<file path="src/rtl/lwb_pkg.sv">
package lwb_pkg;

  localparam int CW    = 8;
  localparam int WW    = 16;
  localparam int UNITY = 255 * 255;
  localparam int HALF  = UNITY / 2;
  localparam int NW    = 25;
  localparam logic [2:0] FMT_RGB565 = 3'd2;

  typedef logic [3*CW-1:0] rgb_t;

  // RGB565 to 8:8:8 by repeating the most significant bits
  function automatic rgb_t widen565(input logic [15:0] p);
    logic [7:0] r, g, b;
    r = {p[15:11], p[15:13]};
    g = {p[10:5],  p[10:9]};
    b = {p[4:0],   p[4:2]};
    return {r, g, b};
  endfunction

  // weight from two 8-bit alphas
  function automatic logic [WW-1:0] weight_of(input logic [7:0] a, input logic [7:0] ca);
    return WW'(a) * WW'(ca);
  endfunction

  // one channel: (w*c + (UNITY-w)*b) / UNITY, rounded to nearest
  function automatic logic [CW-1:0] blend_ch(input logic [CW-1:0] c,
                                             input logic [CW-1:0] b,
                                             input logic [WW-1:0] w);
    logic [NW-1:0] num;
    logic [NW-1:0] quo;
    num = NW'(w) * NW'(c) + (NW'(UNITY) - NW'(w)) * NW'(b) + NW'(HALF);
    quo = num / NW'(UNITY);
    return quo[CW-1:0];
  endfunction

endpackage

</file>
<file path="src/rtl/lwb_win_hit.sv">
module lwb_win_hit #(
  parameter int HW = 12,
  parameter int VW = 11
) (
  input  logic [HW-1:0] hpos,
  input  logic [VW-1:0] vpos,
  input  logic [31:0]   hcfg,
  input  logic [31:0]   vcfg,
  output logic          hit
);
  localparam int STOP_LSB = 16;

  logic [HW-1:0] h_first, h_last;
  logic [VW-1:0] v_first, v_last;
  logic          h_in, v_in;

  assign h_first = hcfg[HW-1:0];
  assign h_last  = hcfg[STOP_LSB+HW-1:STOP_LSB];
  assign v_first = vcfg[VW-1:0];
  assign v_last  = vcfg[STOP_LSB+VW-1:STOP_LSB];

  assign h_in = (hpos >= h_first) && (hpos <= h_last);
  assign v_in = (vpos >= v_first) && (vpos <= v_last);
  assign hit  = h_in && v_in;
endmodule

</file>
<file path="src/rtl/lwb_src_sel.sv">
module lwb_src_sel
  import lwb_pkg::*;
(
  input  logic          hit,
  input  logic [7:0]    layer_ctl,
  input  logic [2:0]    pix_fmt,
  input  logic [15:0]   pix,
  input  logic [7:0]    const_alpha,
  input  logic [31:0]   dflt_argb,
  output rgb_t          src,
  output logic [WW-1:0] weight
);
  localparam logic [7:0] PIX_ALPHA = 8'hFF;

  logic layer_on;
  logic use_layer;

  assign layer_on  = layer_ctl[0] && (pix_fmt == FMT_RGB565);
  assign use_layer = layer_on && hit;

  always_comb begin
    if (use_layer) begin
      src    = widen565(pix);
      weight = weight_of(PIX_ALPHA, const_alpha);
    end else begin
      src    = dflt_argb[23:0];
      weight = weight_of(dflt_argb[31:24], const_alpha);
    end
  end
endmodule

</file>
<file path="src/rtl/lwb_mixer.sv">
module lwb_mixer
  import lwb_pkg::*;
(
  input  rgb_t          src,
  input  rgb_t          bg,
  input  logic [WW-1:0] weight,
  output rgb_t          mix
);
  for (genvar ch = 0; ch < 3; ch++) begin : g_ch
    assign mix[ch*CW +: CW] = blend_ch(src[ch*CW +: CW], bg[ch*CW +: CW], weight);
  end
endmodule

</file>
<file path="src/rtl/layer_win_blend.sv">
module layer_win_blend
  import lwb_pkg::*;
#(
  parameter int HW = 12,
  parameter int VW = 11
) (
  input  logic          clk,
  input  logic          rst_n,
  input  logic          de_in,
  input  logic [HW-1:0] hpos_in,
  input  logic [VW-1:0] vpos_in,
  input  logic [15:0]   pix_in,
  input  logic [31:0]   hwin_cfg,
  input  logic [31:0]   vwin_cfg,
  input  logic [7:0]    layer_ctl,
  input  logic [2:0]    pix_fmt,
  input  logic [7:0]    const_alpha,
  input  logic [31:0]   dflt_argb,
  input  logic [23:0]   bg_rgb,
  output logic          de_out,
  output logic [HW-1:0] hpos_out,
  output logic [VW-1:0] vpos_out,
  output logic [23:0]   rgb_out
);
  // stage 0: window decision and source choice
  logic          win_hit;
  rgb_t          sel_src;
  logic [WW-1:0] sel_w;

  lwb_win_hit #(.HW(HW), .VW(VW)) u_hit (
    .hpos (hpos_in),
    .vpos (vpos_in),
    .hcfg (hwin_cfg),
    .vcfg (vwin_cfg),
    .hit  (win_hit)
  );

  lwb_src_sel u_sel (
    .hit         (win_hit),
    .layer_ctl   (layer_ctl),
    .pix_fmt     (pix_fmt),
    .pix         (pix_in),
    .const_alpha (const_alpha),
    .dflt_argb   (dflt_argb),
    .src         (sel_src),
    .weight      (sel_w)
  );

  // stage 1 registers
  logic          s1_de;
  logic [HW-1:0] s1_h;
  logic [VW-1:0] s1_v;
  rgb_t          s1_src;
  rgb_t          s1_bg;
  logic [WW-1:0] s1_w;

  always_ff @(posedge clk or negedge rst_n) begin
    if (!rst_n) begin
      s1_de  <= 1'b0;
      s1_h   <= '0;
      s1_v   <= '0;
      s1_src <= '0;
      s1_bg  <= '0;
      s1_w   <= '0;
    end else begin
      s1_de  <= de_in;
      s1_h   <= hpos_in;
      s1_v   <= vpos_in;
      s1_src <= sel_src;
      s1_bg  <= bg_rgb;
      s1_w   <= sel_w;
    end
  end

  // stage 1 arithmetic
  rgb_t mix_rgb;

  lwb_mixer u_mix (
    .src    (s1_src),
    .bg     (s1_bg),
    .weight (s1_w),
    .mix    (mix_rgb)
  );

  // stage 2 registers (outputs)
  always_ff @(posedge clk or negedge rst_n) begin
    if (!rst_n) begin
      de_out   <= 1'b0;
      hpos_out <= '0;
      vpos_out <= '0;
      rgb_out  <= '0;
    end else begin
      de_out   <= s1_de;
      hpos_out <= s1_h;
      vpos_out <= s1_v;
      rgb_out  <= s1_de ? mix_rgb : '0;
    end
  end
endmodule

</file>
<file path="config.mk">
export PLATFORM = sky130hd
export DESIGN_NAME = layer_win_blend
export DESIGN_NICKNAME = d
export VERILOG_FILES = /design/src/rtl/lwb_pkg.sv /design/src/rtl/lwb_win_hit.sv /design/src/rtl/lwb_src_sel.sv /design/src/rtl/lwb_mixer.sv /design/src/rtl/layer_win_blend.sv
export SDC_FILE = /design/constraint.sdc
export NUM_CORES = 2
export LEC_CHECK = 0
export BUFFER_PORTS_ARGS = -buffer_cell sky130_fd_sc_hd__buf_2
export CAP_MARGIN = 20
export CORE_MARGIN = 2
export CORE_UTILIZATION = 55
export DETAILED_ROUTE_END_ITERATION = 10
export PLACE_DENSITY = 0.83
export SLEW_MARGIN = 20
export SYNTH_ARGS = -nofsm -noshare
export SYNTH_HDL_FRONTEND = slang
export SYNTH_SLANG_ARGS = --single-unit
export TNS_END_PERCENT = 50
</file>
<file path="constraint.sdc">
create_clock -name clk -period 17.6 [get_ports clk]
set_input_delay 1.76 -clock clk [delete_from_list [all_inputs] [get_ports clk]]
set_output_delay 1.76 -clock clk [all_outputs]
set_load 0.05 [all_outputs]
</file>
==> reports/metrics.yaml <==
max_slew.worst_pin.slew_ps: 1060
viasPerCell: 6.04
dr.pass1.iters: 9
cpPeakStageDelay_ps: 570
cp_num_cells: 60
cp_slowest_cell: "fa_1"
reg2regPathDepth: 60
skew_ps: 39.1
ios: 229
syn_inst: 6030
crit_arrival_ps: 17400
hold_violations: 0
worstHoldPathType: "reg2reg"
wirelength_um: 139000
insertion_delay_ps: 540
yosysSeqAreaShare: 0.0682
grt_pass1_vias: 45849
worst_slack_ps: 625
yosys_warnings: 0
clockRootBuffer: "clkbuf_16"
grt_pass1_wl_um: 229000
remaining_drc_errors: 0
drt_iter0_drc: 3930
slew_headroom: 0.295
start_util: 0.555
clk_path_buf_depth: 2
synth_most_common_cell: "inv_1"
htreeDepth: 4
path_common_cell: "fa_1"
path_class: "reg2reg"
holdBufCountCts: 0
fin_nets: 7516
setup_viol: 0
fp.dieW_um: 305
cts.sinks: 136
row_count: 110
avgSynthCellArea_um2: 8.27
max_freq_mhz: 58.9
maxCapViolCount: 0
status: "complete, no violations"
ant_nets: 0
synth_ff_type: "dfrtp_1"
die_area_um2: 93100
cts_tree: "done"
vias: 44714
core_um2: 89900
yosysTopAreaCell: "fa_1"
antenna_found_initial: 5
period_needed_ps: 16970
crit_fanout: 13
hold_path_depth: 0
critPathBufInv: 7
async_reset_ff_frac: 1.00
synth-edff-count: 0
grt_max_degree: 72
rsz0062_at_grt: "true"
layout-drive-gt1-share: 0.117
dieHeight_um: 305
track_usage: 0.301
cp-end-kind: "flop"
slew_viol_final: 0
synth_common_cells: "inv_1 (1054), nand2_1 (794), fa_1 (765), ha_1 (358), and2_1 (341)"
setup.worst_path.start_class: "flop"
pre_cts_slack_ps: 207
wire_per_inst_um: 18.7
syn_area_um2: 49900
area_growth_pct: 8.42
overflow: 0
synth_top_area_frac: 0.307
crit_required_ps: 18020
synth_cell_type_count: 155
fin_util: 0.602
cts_buffers: 17
period_share: 0.964
path_delay_family: "simple AND/OR/NAND/NOR gates"
synth_area_leaders: "fa_1 (31%), ha_1 (9.0%), inv_1 (7.9%), dfrtp_1 (6.8%), nand2_1 (6.0%)"
ys_seq_elements: 136
place_congestion: 0.996
io_buffers: 203
clkTransAtPathRegs_ps: 110
hpwl_um: 110000
==> routing by layer <==
layer  up-vias  track usage  wire, um
li1      20188            -         -
met1     21976        0.383     54300
met2      2139        0.513     67300
met3       401       0.0515     12000
met4        10        0.116      5070
met5         -            0        68
==> final timing paths <==
| kind | end | slack (ps) | startpoint |
|---|---|---|---|
| setup / recovery | rgb_out[0] | 630 | s1_w[4] |
| hold / removal | hpos_out[1] | 310 | s1_h[1] |
| setup reg to reg | rgb_out[0] | 630 | s1_w[4] |
| hold reg to reg | hpos_out[1] | 310 | s1_h[1] |
| max in group asynchronous | s1_w[12] | 15000 | rst_n |
| min in group asynchronous | s1_src[13] | 1290 | rst_n |
==> state kept, by name, summed over array words and instances (netlist names) <==
name / count
rgb_out: 24
s1_bg: 24
s1_src: 24
s1_w: 16
hpos_out: 12
s1_h: 12
s1_v: 11
vpos_out: 11
de_out: 1
s1_de: 1
==> metrics by stage <==
step	TNS (ps)	std cells	hold WS, ps	area [um^2]
6_report	0	7403	314	54100
5_1_grt	-400	7401	343	54100
4_1_cts	0	7373	326	53300
2_1_floorplan	0	6032	331	49900
3_3_place_gp	0	7341	332	52700
3_5_place_dp	0	7341	335	52700
==> cell families (layout without fill, tap and decap cells) <==
| family | count (synthesis) | in the layout | synth area share |
|---|---|---|---|
| xor+xnor | 278 | 278 | 0.0499 |
| mux | 81 | 81 | 0.0179 |
| fa+ha+maj | 1130 | 1130 | 0.398 |
| compound gates | 1029 | 1029 | 0.150 |
| flops | 136 | 136 | 0.0682 |
| other cells | 1 | 5 | 0.0000752 |
| buf+inv | 1271 | 1464 | 0.0976 |
| simple gates | 2104 | 2104 | 0.218 |
==> placed cells by master (no fill, tap or decap), drive strengths merged, types with 23 or more instances in the layout <==
| cell | count |
|---|---|
| xnor2 | 198 |
| or4 | 28 |
| and3 | 54 |
| buf | 378 |
| or3 | 44 |
| or2 | 33 |
| a21o | 65 |
| ha | 358 |
| a211o | 23 |
| xor2 | 80 |
| a211oi | 68 |
| mux2i | 33 |
| a21oi | 220 |
| inv | 1064 |
| a31oi | 46 |
| nand3 | 114 |
| nand4 | 52 |
| dfrtp | 136 |
| nor2 | 261 |
| nor4 | 62 |
| nand2 | 797 |
| o211ai | 53 |
| nor3 | 121 |
| and2 | 347 |
| o211a | 23 |
| nand2b | 58 |
| nor2b | 50 |
| o21a | 40 |
| mux2 | 48 |
| o21ai | 182 |
| fa | 765 |
| o31ai | 39 |
==> final cells by class <==
class | count | area (um^2)
antenna | 2 | 5.00
fill | 7587 | 35800
clock inverter | 15 | 200
inverter | 1054 | 3960
clock buffer | 17 | 425
multi-input combinational | 4625 | 42200
sequential | 136 | 3410
timing repair buffer | 378 | 2360
tap | 1176 | 1470
==> repair_timing <==
item | CTS | global route
gates resized for setup | 0 | 101
endpoints found under the setup margin | 0 | 5
buffers inserted | 0 | 27
Power is not shown: default switching activity piles up to over one toggle a cycle in this logic, so the estimate is an artifact.
